$ cat src/rtl/dma_jobctl_pkg.sv
package dma_jobctl_pkg;

    localparam int REG_IDX_W     = 3;
    localparam int CNT_FIELD_W   = 20;
    localparam int CNT_FIELD_LSB = 8;

    localparam int CMD_START_BIT = 0;
    localparam int CMD_CLEAR_BIT = 1;
    localparam int ST_ACTIVE_BIT = 0;
    localparam int ST_BUSY_BIT   = 4;
    localparam int IRQ_SIDE_BIT  = 2;
    localparam int IRQ_LVL_BIT   = 3;

    typedef enum logic [REG_IDX_W-1:0] {
        RI_SRC   = 3'd0,
        RI_DST   = 3'd1,
        RI_LEN   = 3'd2,
        RI_FLOW  = 3'd3,
        RI_CMD   = 3'd4,
        RI_STAT  = 3'd5,
        RI_WLEFT = 3'd6,
        RI_END   = 3'd7
    } reg_idx_e;

    typedef enum logic [1:0] {
        END_DONE   = 2'd0,
        END_BUSERR = 2'd1
    } end_code_e;

    typedef struct packed {
        end_code_e code;
        logic      side;
    } end_info_t;

    typedef struct packed {
        logic mode;
        logic dir;
    } flow_t;

    function automatic logic [31:0] count_field(input logic [CNT_FIELD_W-1:0] c);
        logic [31:0] r;
        r = '0;
        r[CNT_FIELD_LSB +: CNT_FIELD_W] = c;
        return r;
    endfunction

endpackage

$ cat src/rtl/dma_jobctl_regs.sv
module dma_jobctl_regs
    import dma_jobctl_pkg::*;
#(
    parameter int ADDR_W = 32,
    parameter int LEN_W  = 18
) (
    input  logic              clk,
    input  logic              rst,
    input  logic              wr_en,
    input  reg_idx_e          wr_idx,
    input  logic [31:0]       wdata,
    input  logic              lock,
    input  logic              wipe,
    output logic [ADDR_W-1:0] src,
    output logic [ADDR_W-1:0] dst,
    output logic [LEN_W-1:0]  len,
    output flow_t             flow
);
    localparam int ALIGN_BITS = 2;

    logic wr_ok;
    assign wr_ok = wr_en && !lock;

    // word alignment is enforced by dropping the low address bits
    always_ff @(posedge clk) begin
        if (rst || wipe) begin
            src  <= '0;
            dst  <= '0;
            len  <= '0;
            flow <= '0;
        end else if (wr_ok) begin
            case (wr_idx)
                RI_SRC:  src  <= {wdata[ADDR_W-1:ALIGN_BITS], {ALIGN_BITS{1'b0}}};
                RI_DST:  dst  <= {wdata[ADDR_W-1:ALIGN_BITS], {ALIGN_BITS{1'b0}}};
                RI_LEN:  len  <= wdata[LEN_W-1:0];
                RI_FLOW: flow <= flow_t'(wdata[1:0]);
                default: ;
            endcase
        end
    end

endmodule

$ cat src/rtl/dma_jobctl_wcnt.sv
module dma_jobctl_wcnt #(
    parameter int LEN_W = 18
) (
    input  logic             clk,
    input  logic             rst,
    input  logic             wipe,
    input  logic             load,
    input  logic [LEN_W-1:0] load_val,
    input  logic             beat,
    output logic [LEN_W-1:0] cnt,
    output logic [LEN_W-1:0] cnt_nxt
);
    always_comb begin
        if (wipe)
            cnt_nxt = '0;
        else if (load)
            cnt_nxt = load_val;
        else if (beat && (cnt != '0))
            cnt_nxt = cnt - 1'b1;
        else
            cnt_nxt = cnt;
    end

    always_ff @(posedge clk) begin
        if (rst)
            cnt <= '0;
        else
            cnt <= cnt_nxt;
    end

endmodule

$ cat src/rtl/dma_jobctl_seq.sv
module dma_jobctl_seq
    import dma_jobctl_pkg::*;
(
    input  logic      clk,
    input  logic      rst,
    input  logic      start_cmd,
    input  logic      clear_cmd,
    input  logic      len_zero,
    input  logic      all_zero_nxt,
    input  logic      mv_ack,
    input  logic      mv_err,
    input  logic      mv_err_side,
    output logic      active,
    output logic      busy,
    output logic      irq,
    output end_info_t info,
    output logic      load,
    output logic      mv_req
);
    logic accept;
    assign accept = start_cmd && !active && !clear_cmd;
    assign load   = accept;
    assign mv_req = active && !busy;

    always_ff @(posedge clk) begin
        if (rst || clear_cmd) begin
            active <= 1'b0;
            busy   <= 1'b0;
            irq    <= 1'b0;
            info   <= '0;
        end else if (accept) begin
            info.code <= END_DONE;
            info.side <= 1'b0;
            if (len_zero) begin
                irq <= 1'b1;
            end else begin
                active <= 1'b1;
                irq    <= 1'b0;
            end
        end else if (busy && mv_err) begin
            active    <= 1'b0;
            busy      <= 1'b0;
            irq       <= 1'b1;
            info.code <= END_BUSERR;
            info.side <= mv_err_side;
        end else if (busy && all_zero_nxt) begin
            active    <= 1'b0;
            busy      <= 1'b0;
            irq       <= 1'b1;
            info.code <= END_DONE;
            info.side <= 1'b0;
        end else if (mv_req && mv_ack) begin
            busy <= 1'b1;
        end
    end

endmodule

$ cat src/rtl/dma_jobctl_rdmux.sv
module dma_jobctl_rdmux
    import dma_jobctl_pkg::*;
#(
    parameter int ADDR_W = 32,
    parameter int LEN_W  = 18
) (
    input  logic              clk,
    input  logic              rst,
    input  logic              rd_en,
    input  reg_idx_e          rd_idx,
    input  logic [ADDR_W-1:0] src,
    input  logic [ADDR_W-1:0] dst,
    input  logic [LEN_W-1:0]  len,
    input  flow_t             flow,
    input  logic              active,
    input  logic              busy,
    input  logic              irq,
    input  end_info_t         info,
    input  logic [LEN_W-1:0]  rd_cnt,
    input  logic [LEN_W-1:0]  wr_cnt,
    output logic [31:0]       rdata
);
    logic [LEN_W-1:0] snap_wr;
    logic [31:0]      stat_word;
    logic [31:0]      end_word;
    logic [31:0]      sel;
    logic             snap_en;

    assign snap_en = rd_en && (rd_idx == RI_STAT);

    always_comb begin
        stat_word = count_field(CNT_FIELD_W'(rd_cnt));
        stat_word[ST_ACTIVE_BIT] = active;
        stat_word[ST_BUSY_BIT]   = busy;
        end_word = '0;
        end_word[1:0]          = info.code;
        end_word[IRQ_SIDE_BIT] = info.side;
        end_word[IRQ_LVL_BIT]  = irq;
    end

    always_comb begin
        case (rd_idx)
            RI_SRC:   sel = 32'(src);
            RI_DST:   sel = 32'(dst);
            RI_LEN:   sel = 32'(len);
            RI_FLOW:  sel = 32'(flow);
            RI_STAT:  sel = stat_word;
            RI_WLEFT: sel = count_field(CNT_FIELD_W'(snap_wr));
            RI_END:   sel = end_word;
            default:  sel = '0;
        endcase
    end

    always_ff @(posedge clk) begin
        if (rst) begin
            snap_wr <= '0;
            rdata   <= '0;
        end else begin
            if (snap_en)
                snap_wr <= wr_cnt;
            if (rd_en)
                rdata <= sel;
        end
    end

endmodule

$ cat src/rtl/dma_jobctl.sv
module dma_jobctl
    import dma_jobctl_pkg::*;
#(
    parameter int ADDR_W = 32,
    parameter int LEN_W  = 18
) (
    input  logic                 clk,
    input  logic                 rst,
    input  logic                 reg_wr_en,
    input  logic                 reg_rd_en,
    input  logic [REG_IDX_W-1:0] reg_idx,
    input  logic [31:0]          reg_wdata,
    output logic [31:0]          reg_rdata,
    output logic                 mv_req,
    input  logic                 mv_ack,
    input  logic                 mv_rd_beat,
    input  logic                 mv_wr_beat,
    input  logic                 mv_err,
    input  logic                 mv_err_side,
    output logic [ADDR_W-1:0]    mv_src,
    output logic [ADDR_W-1:0]    mv_dst,
    output logic [LEN_W-1:0]     mv_len,
    output logic                 mv_dir,
    output logic                 mv_mode,
    output logic                 irq
);
    localparam int NSIDE = 2;

    reg_idx_e  idx;
    logic      cmd_wr, start_cmd, clear_cmd;
    logic      active_q, busy_q, load;
    end_info_t info;
    flow_t     flow;
    logic [LEN_W-1:0] cnt_q [NSIDE];
    logic [LEN_W-1:0] cnt_n [NSIDE];
    logic [NSIDE-1:0] beats;
    logic             all_zero_nxt;

    assign idx       = reg_idx_e'(reg_idx);
    assign cmd_wr    = reg_wr_en && (idx == RI_CMD);
    assign start_cmd = cmd_wr && reg_wdata[CMD_START_BIT];
    assign clear_cmd = cmd_wr && reg_wdata[CMD_CLEAR_BIT];
    assign beats     = {mv_wr_beat, mv_rd_beat} & {NSIDE{busy_q}};

    dma_jobctl_regs #(.ADDR_W(ADDR_W), .LEN_W(LEN_W)) regs_i (
        .clk(clk), .rst(rst), .wr_en(reg_wr_en), .wr_idx(idx),
        .wdata(reg_wdata), .lock(active_q), .wipe(clear_cmd),
        .src(mv_src), .dst(mv_dst), .len(mv_len), .flow(flow)
    );

    assign mv_dir  = flow.dir;
    assign mv_mode = flow.mode;

    // index 0 counts read-side words, index 1 write-side words
    for (genvar g = 0; g < NSIDE; g++) begin : g_cnt
        dma_jobctl_wcnt #(.LEN_W(LEN_W)) cnt_i (
            .clk(clk), .rst(rst), .wipe(clear_cmd), .load(load),
            .load_val(mv_len), .beat(beats[g]),
            .cnt(cnt_q[g]), .cnt_nxt(cnt_n[g])
        );
    end

    assign all_zero_nxt = (cnt_n[0] == '0) && (cnt_n[1] == '0);

    dma_jobctl_seq seq_i (
        .clk(clk), .rst(rst), .start_cmd(start_cmd), .clear_cmd(clear_cmd),
        .len_zero(mv_len == '0), .all_zero_nxt(all_zero_nxt),
        .mv_ack(mv_ack), .mv_err(mv_err), .mv_err_side(mv_err_side),
        .active(active_q), .busy(busy_q), .irq(irq), .info(info),
        .load(load), .mv_req(mv_req)
    );

    dma_jobctl_rdmux #(.ADDR_W(ADDR_W), .LEN_W(LEN_W)) rdmux_i (
        .clk(clk), .rst(rst), .rd_en(reg_rd_en), .rd_idx(idx),
        .src(mv_src), .dst(mv_dst), .len(mv_len), .flow(flow),
        .active(active_q), .busy(busy_q), .irq(irq), .info(info),
        .rd_cnt(cnt_q[0]), .wr_cnt(cnt_q[1]), .rdata(reg_rdata)
    );

endmodule

$ cat config.mk
export PLATFORM = sky130hd
export DESIGN_NAME = dma_jobctl
export DESIGN_NICKNAME = d
export VERILOG_FILES = /design/src/rtl/dma_jobctl_pkg.sv /design/src/rtl/dma_jobctl_regs.sv /design/src/rtl/dma_jobctl_wcnt.sv /design/src/rtl/dma_jobctl_seq.sv /design/src/rtl/dma_jobctl_rdmux.sv /design/src/rtl/dma_jobctl.sv
export SDC_FILE = /design/constraint.sdc
export NUM_CORES = 1
export LEC_CHECK = 0
export BUFFER_PORTS_ARGS = -buffer_cell sky130_fd_sc_hd__buf_4
export CORE_ASPECT_RATIO = 0.75
export CORE_MARGIN = 2
export CORE_UTILIZATION = 50
export DETAILED_ROUTE_END_ITERATION = 12
export PLACE_DENSITY = 0.85
export SYNTH_ARGS = -nofsm -noshare
export SYNTH_HDL_FRONTEND = slang
export SYNTH_SLANG_ARGS = --single-unit
export TNS_END_PERCENT = 20
$ cat constraint.sdc
create_clock -name clk -period 2.8 [get_ports clk]
set_clock_uncertainty 0.05 [all_clocks]
set_input_delay 0.28 -clock clk [delete_from_list [all_inputs] [get_ports clk]]
set_output_delay 0.28 -clock clk [all_outputs]
set_load 0.03 [all_outputs]
==> results by group <==
Run status
  – Status: complete, but fails checks
  – Failing checks: negative setup slack

Clock tree
  – Worst-path clk slew: 70 ps
  – H-tree depth: 4
  – Hold_buf cts: 0
  – Clock sink count: 171
  – CTS tree: done
  – Clk Latency, worst-skew pair: 440 ps
  – CTS buffer count: 17
  – CTS root buffer: clkbuf_16
  – Worst-case clock buffer depth: 2

Routing
  – 1st-pass router iterations: 7
  – Vias per cell: 6.19
  – Drt wl/cell: 21.4 um
  – DR DRC count: 0
  – Detail Route Antenna Nets: 0
  – Via Count: 9334
  – Initial DRC Count: 1429
  – Post-Route WL: 32300 um

Worst setup path
  – Crit path to: seq_i.irq$_SDFFE_PP0P_
  – Required time worst endpoint: 3130 ps
  – Arrival @ worst endpoint: 3380 ps
  – Bufs and invs on worst path: 3
  – Startpoint Class: flop
  – Worst-path fanout max: 4
  – CP max-delay cell: o31ai_2
  – CP top delay family: simple AND/OR/NAND/NOR gates
  – Crit path kind: reg -> reg
  – Reg-to-Reg Start: g_cnt[1].cnt_i.cnt[1]$_SDFF_PP0_
  – Worst path depth: 13
  – R2R depth: 13
  – Critical path capture point type: flop
  – Critical Path, Cell by Cell: inv_1 > ha_2 > nor4b_4 > nand4_1 > buf_4 > o21a_1 > o21ai_1 > buf_4 > o2111ai_1 > nor4_1 > nand4_1 > o31ai_2 > o311a_1
  – CP Launch Point: g_cnt[1].cnt_i.cnt[1]$_SDFF_PP0_
  – Reg2Reg Setup Slack: -250 ps
  – Crit-path max cell delay: 340 ps
  – R2r endpoint: seq_i.irq$_SDFFE_PP0P_

Timing
  – Hold Fails Final Rpt: 0
  – Crit path time final: 3050 ps
  – Worst Max-Slew Pin Slew: 710 ps
  – Max frequency: 328 MHz
  – Period utilization: 1.09
  – Worst setup margin: -251 ps
  – RSZ-0062 raised after global routing: yes
  – Worst rel slew slack: 0.525
  – Hold slack: 42.1 ps
  – Setup TNS: -1050 ps
  – Final setup violation count: 5
  – Max-slew violations: 0

Floorplan
  – Overall die height: 114 um
  – Placement Rows: 40
  – Placeable core region: 0.0159 sq mm
  – Initial Util: 0.509
  – IO Pins: 162
  – Die W: 151 um
  – Die area: 0.0172 sq mm

Synth
  – Synthesized flop and latch total: 171
  – Synthesized area per cell: 7.83 sq um
  – EDFF count, synth: 0
  – Synth cell types: 67
  – Ys flop type: dfxtp_1
  – Ys async rst share: 0
  – Warnings from Yosys: 0
  – Sequential fraction of the synthesis area: 0.423
  – Synthesized area: 0.00810 sq mm
  – Post-Syn Instances: 1034

Finish
  – Fin area: 0.0112 sq mm
  – Area grow syn2layout: 37.9%
  – FILL cells: 1198
  – Nets: 1329
  – Layout cells sized above 1: 0.295

Pwr
  – Power per cell area: 513 mW/mm^2
  – Leakage power: 0.00457 uW
  – Maximum vdd drop: 0.000379 V
  – Pwr Total: 5730 uW

Place
  – Placed wire-length estimate: 23400 um
  – GPL Wtd Cong: 1.04
  – Area after DPL: 0.0104 sq mm
  – I/O Buffers: 157

GRT
  – Grt ovf: 0
  – Vias in the first global route: 8381
  – Largest net degree at the start of global routing: 81
  – Initial antenna violation count: 2
  – GRT Total Usage: 0.368
  – First-pass GRT wire length: 48100 um

Job
  – Max_cap viols: 0

Worst hold path
  – Hold depth: 3
  – Class of the tightest hold or removal check: in -> reg
cells by family (layout without fill, tap and decap cells):
group	after synthesis	in the layout	share of synthesized area
AOI/OAI and AO/OA	301	301	0.231
xor gates and xnor gates	16	16	0.0173
adders and majority gates	2	2	0.00309
buffers and inverters	85	344	0.0423
DFF	171	171	0.423
muxes	38	38	0.0482
other	1	5	0.000463
and+or+nand+nor	420	420	0.235
cell usage in the layout, fill, tap and decap left out, types with 5 or more instances in the layout:
| cell type | count |
|---|---|
| a211oi_1 | 26 |
| nand3_1 | 11 |
| o21a_1 | 5 |
| mux2_2 | 8 |
| nor2_1 | 81 |
| dfxtp_1 | 171 |
| mux2i_1 | 30 |
| clkbuf_16 | 17 |
| xor2_1 | 5 |
| buf_4 | 299 |
| a22o_1 | 9 |
| nor2b_1 | 11 |
| a21oi_1 | 132 |
| or2_2 | 5 |
| nand4_1 | 7 |
| or4_4 | 5 |
| a22oi_1 | 42 |
| o21ai_0 | 40 |
| nor4_1 | 12 |
| inv_1 | 7 |
| inv_8 | 5 |
| nand2_1 | 230 |
| nor3_1 | 16 |
| or3_1 | 8 |
| and2_1 | 5 |
| xnor2_1 | 11 |
layout make-up:
type / count / area [sq um] / share of cell area
Clock buffer: 18 / 429 / 0.0384
Sequential cell: 171 / 3420 / 0.306
Multi-Input combinational cell: 781 / 4480 / 0.401
Antenna cell: 1 / 2.50 / 0.000224
Clock inverter: 14 / 203 / 0.0181
Timing Repair Buffer: 304 / 2340 / 0.209
Inverter: 8 / 30.0 / 0.00269
Tap cell: 210 / 263 / 0.0235
flip-flops by register name (all words and copies together) (netlist names):
| register | count |
|---|---|
| regs_i.dst | 30 |
| regs_i.src | 30 |
| seq_i.busy | 1 |
| regs_i.len | 18 |
| g_cnt.cnt_i.cnt | 36 |
| seq_i.active | 1 |
| seq_i.info | 2 |
| seq_i.irq | 1 |
| rdmux_i.rdata | 32 |
| rdmux_i.snap_wr | 18 |
| regs_i.flow | 2 |
power by group:
| part | internal [uW] | switching [uW] |
|---|---|---|
| logic | 247 | 415 |
| clock network | 1450 | 1120 |
| registers | 2470 | 32.6 |
| total | 4160 | 1570 |
repair_timing:
action / CTS / global route
resized for setup: 10 / 9
pin swaps: 5 / 6
endpoints found under the setup margin: 5 / 5
setup buffers: 1 / 3
synthesized netlist by cell type (all sizes together) (3+ instances only):
cell    instances  area [sq um]
and2            5          31.3
xnor2          11          96.3
nand4           7          43.8
or3             8          50.1
o211ai          4          30.0
dfxtp         171          3420
nand2         230           863
o21ai          43           215
o31ai           5          42.5
nor3b           3          32.5
a211oi         26           195
xor2            5          43.8
or4             8          71.3
o221ai          3          26.3
buf            10          61.3
nor4           14          87.6
nor3           20           116
nor4b           3          41.3
a22o            9          78.8
or2             5          31.3
mux2            8          90.1
o22ai           4          25.0
nand2b          3          18.8
inv             7          26.3
mux2i          30           300
nor2b          12          75.1
o41ai           4          35.0
a21oi         133           666
o21a            5          37.5
clkbuf         67           251
nor2           82           308
a22oi          42           315
nand3          11          55.1
tightest hold or removal path, delay by kind of cell:
kind            cells  cell delay [ps]
buf+inv             1              110
simple gates        1               50
compound gates      1               50
layer usage:
layer	up-vias	track usage	part of all wire
met4	2	0.128	0.034
met5	-	0	0.00040
li1	4155	-	-
met3	110	0.108	0.14
met2	704	0.519	0.41
met1	4363	0.535	0.42
stage by stage:
stage	instances	setup WS (ps)	util
floorplan	1037	-2.57	-
global placement	1470	-233	0.654
detailed placement	1470	-265	0.654
CTS	1503	-186	0.698
global route	1506	-350	0.702
finish	1507	-251	0.702
worst min-delay path by stage:
stage / startpoint / endpoint
after floorplan: reg_wdata[10] / regs_i.dst[10]$_SDFFE_PP0P_
after global placement: rdmux_i.snap_wr[5]$_SDFFE_PP0P_ / rdmux_i.snap_wr[5]$_SDFFE_PP0P_
after detailed placement: rdmux_i.snap_wr[5]$_SDFFE_PP0P_ / rdmux_i.snap_wr[5]$_SDFFE_PP0P_
after CTS: reg_wdata[18] / regs_i.src[18]$_SDFFE_PP0P_
after global routing: reg_wdata[18] / regs_i.src[18]$_SDFFE_PP0P_
final: reg_wdata[18] / regs_i.src[18]$_SDFFE_PP0P_
(Power assumes the default switching activity.)
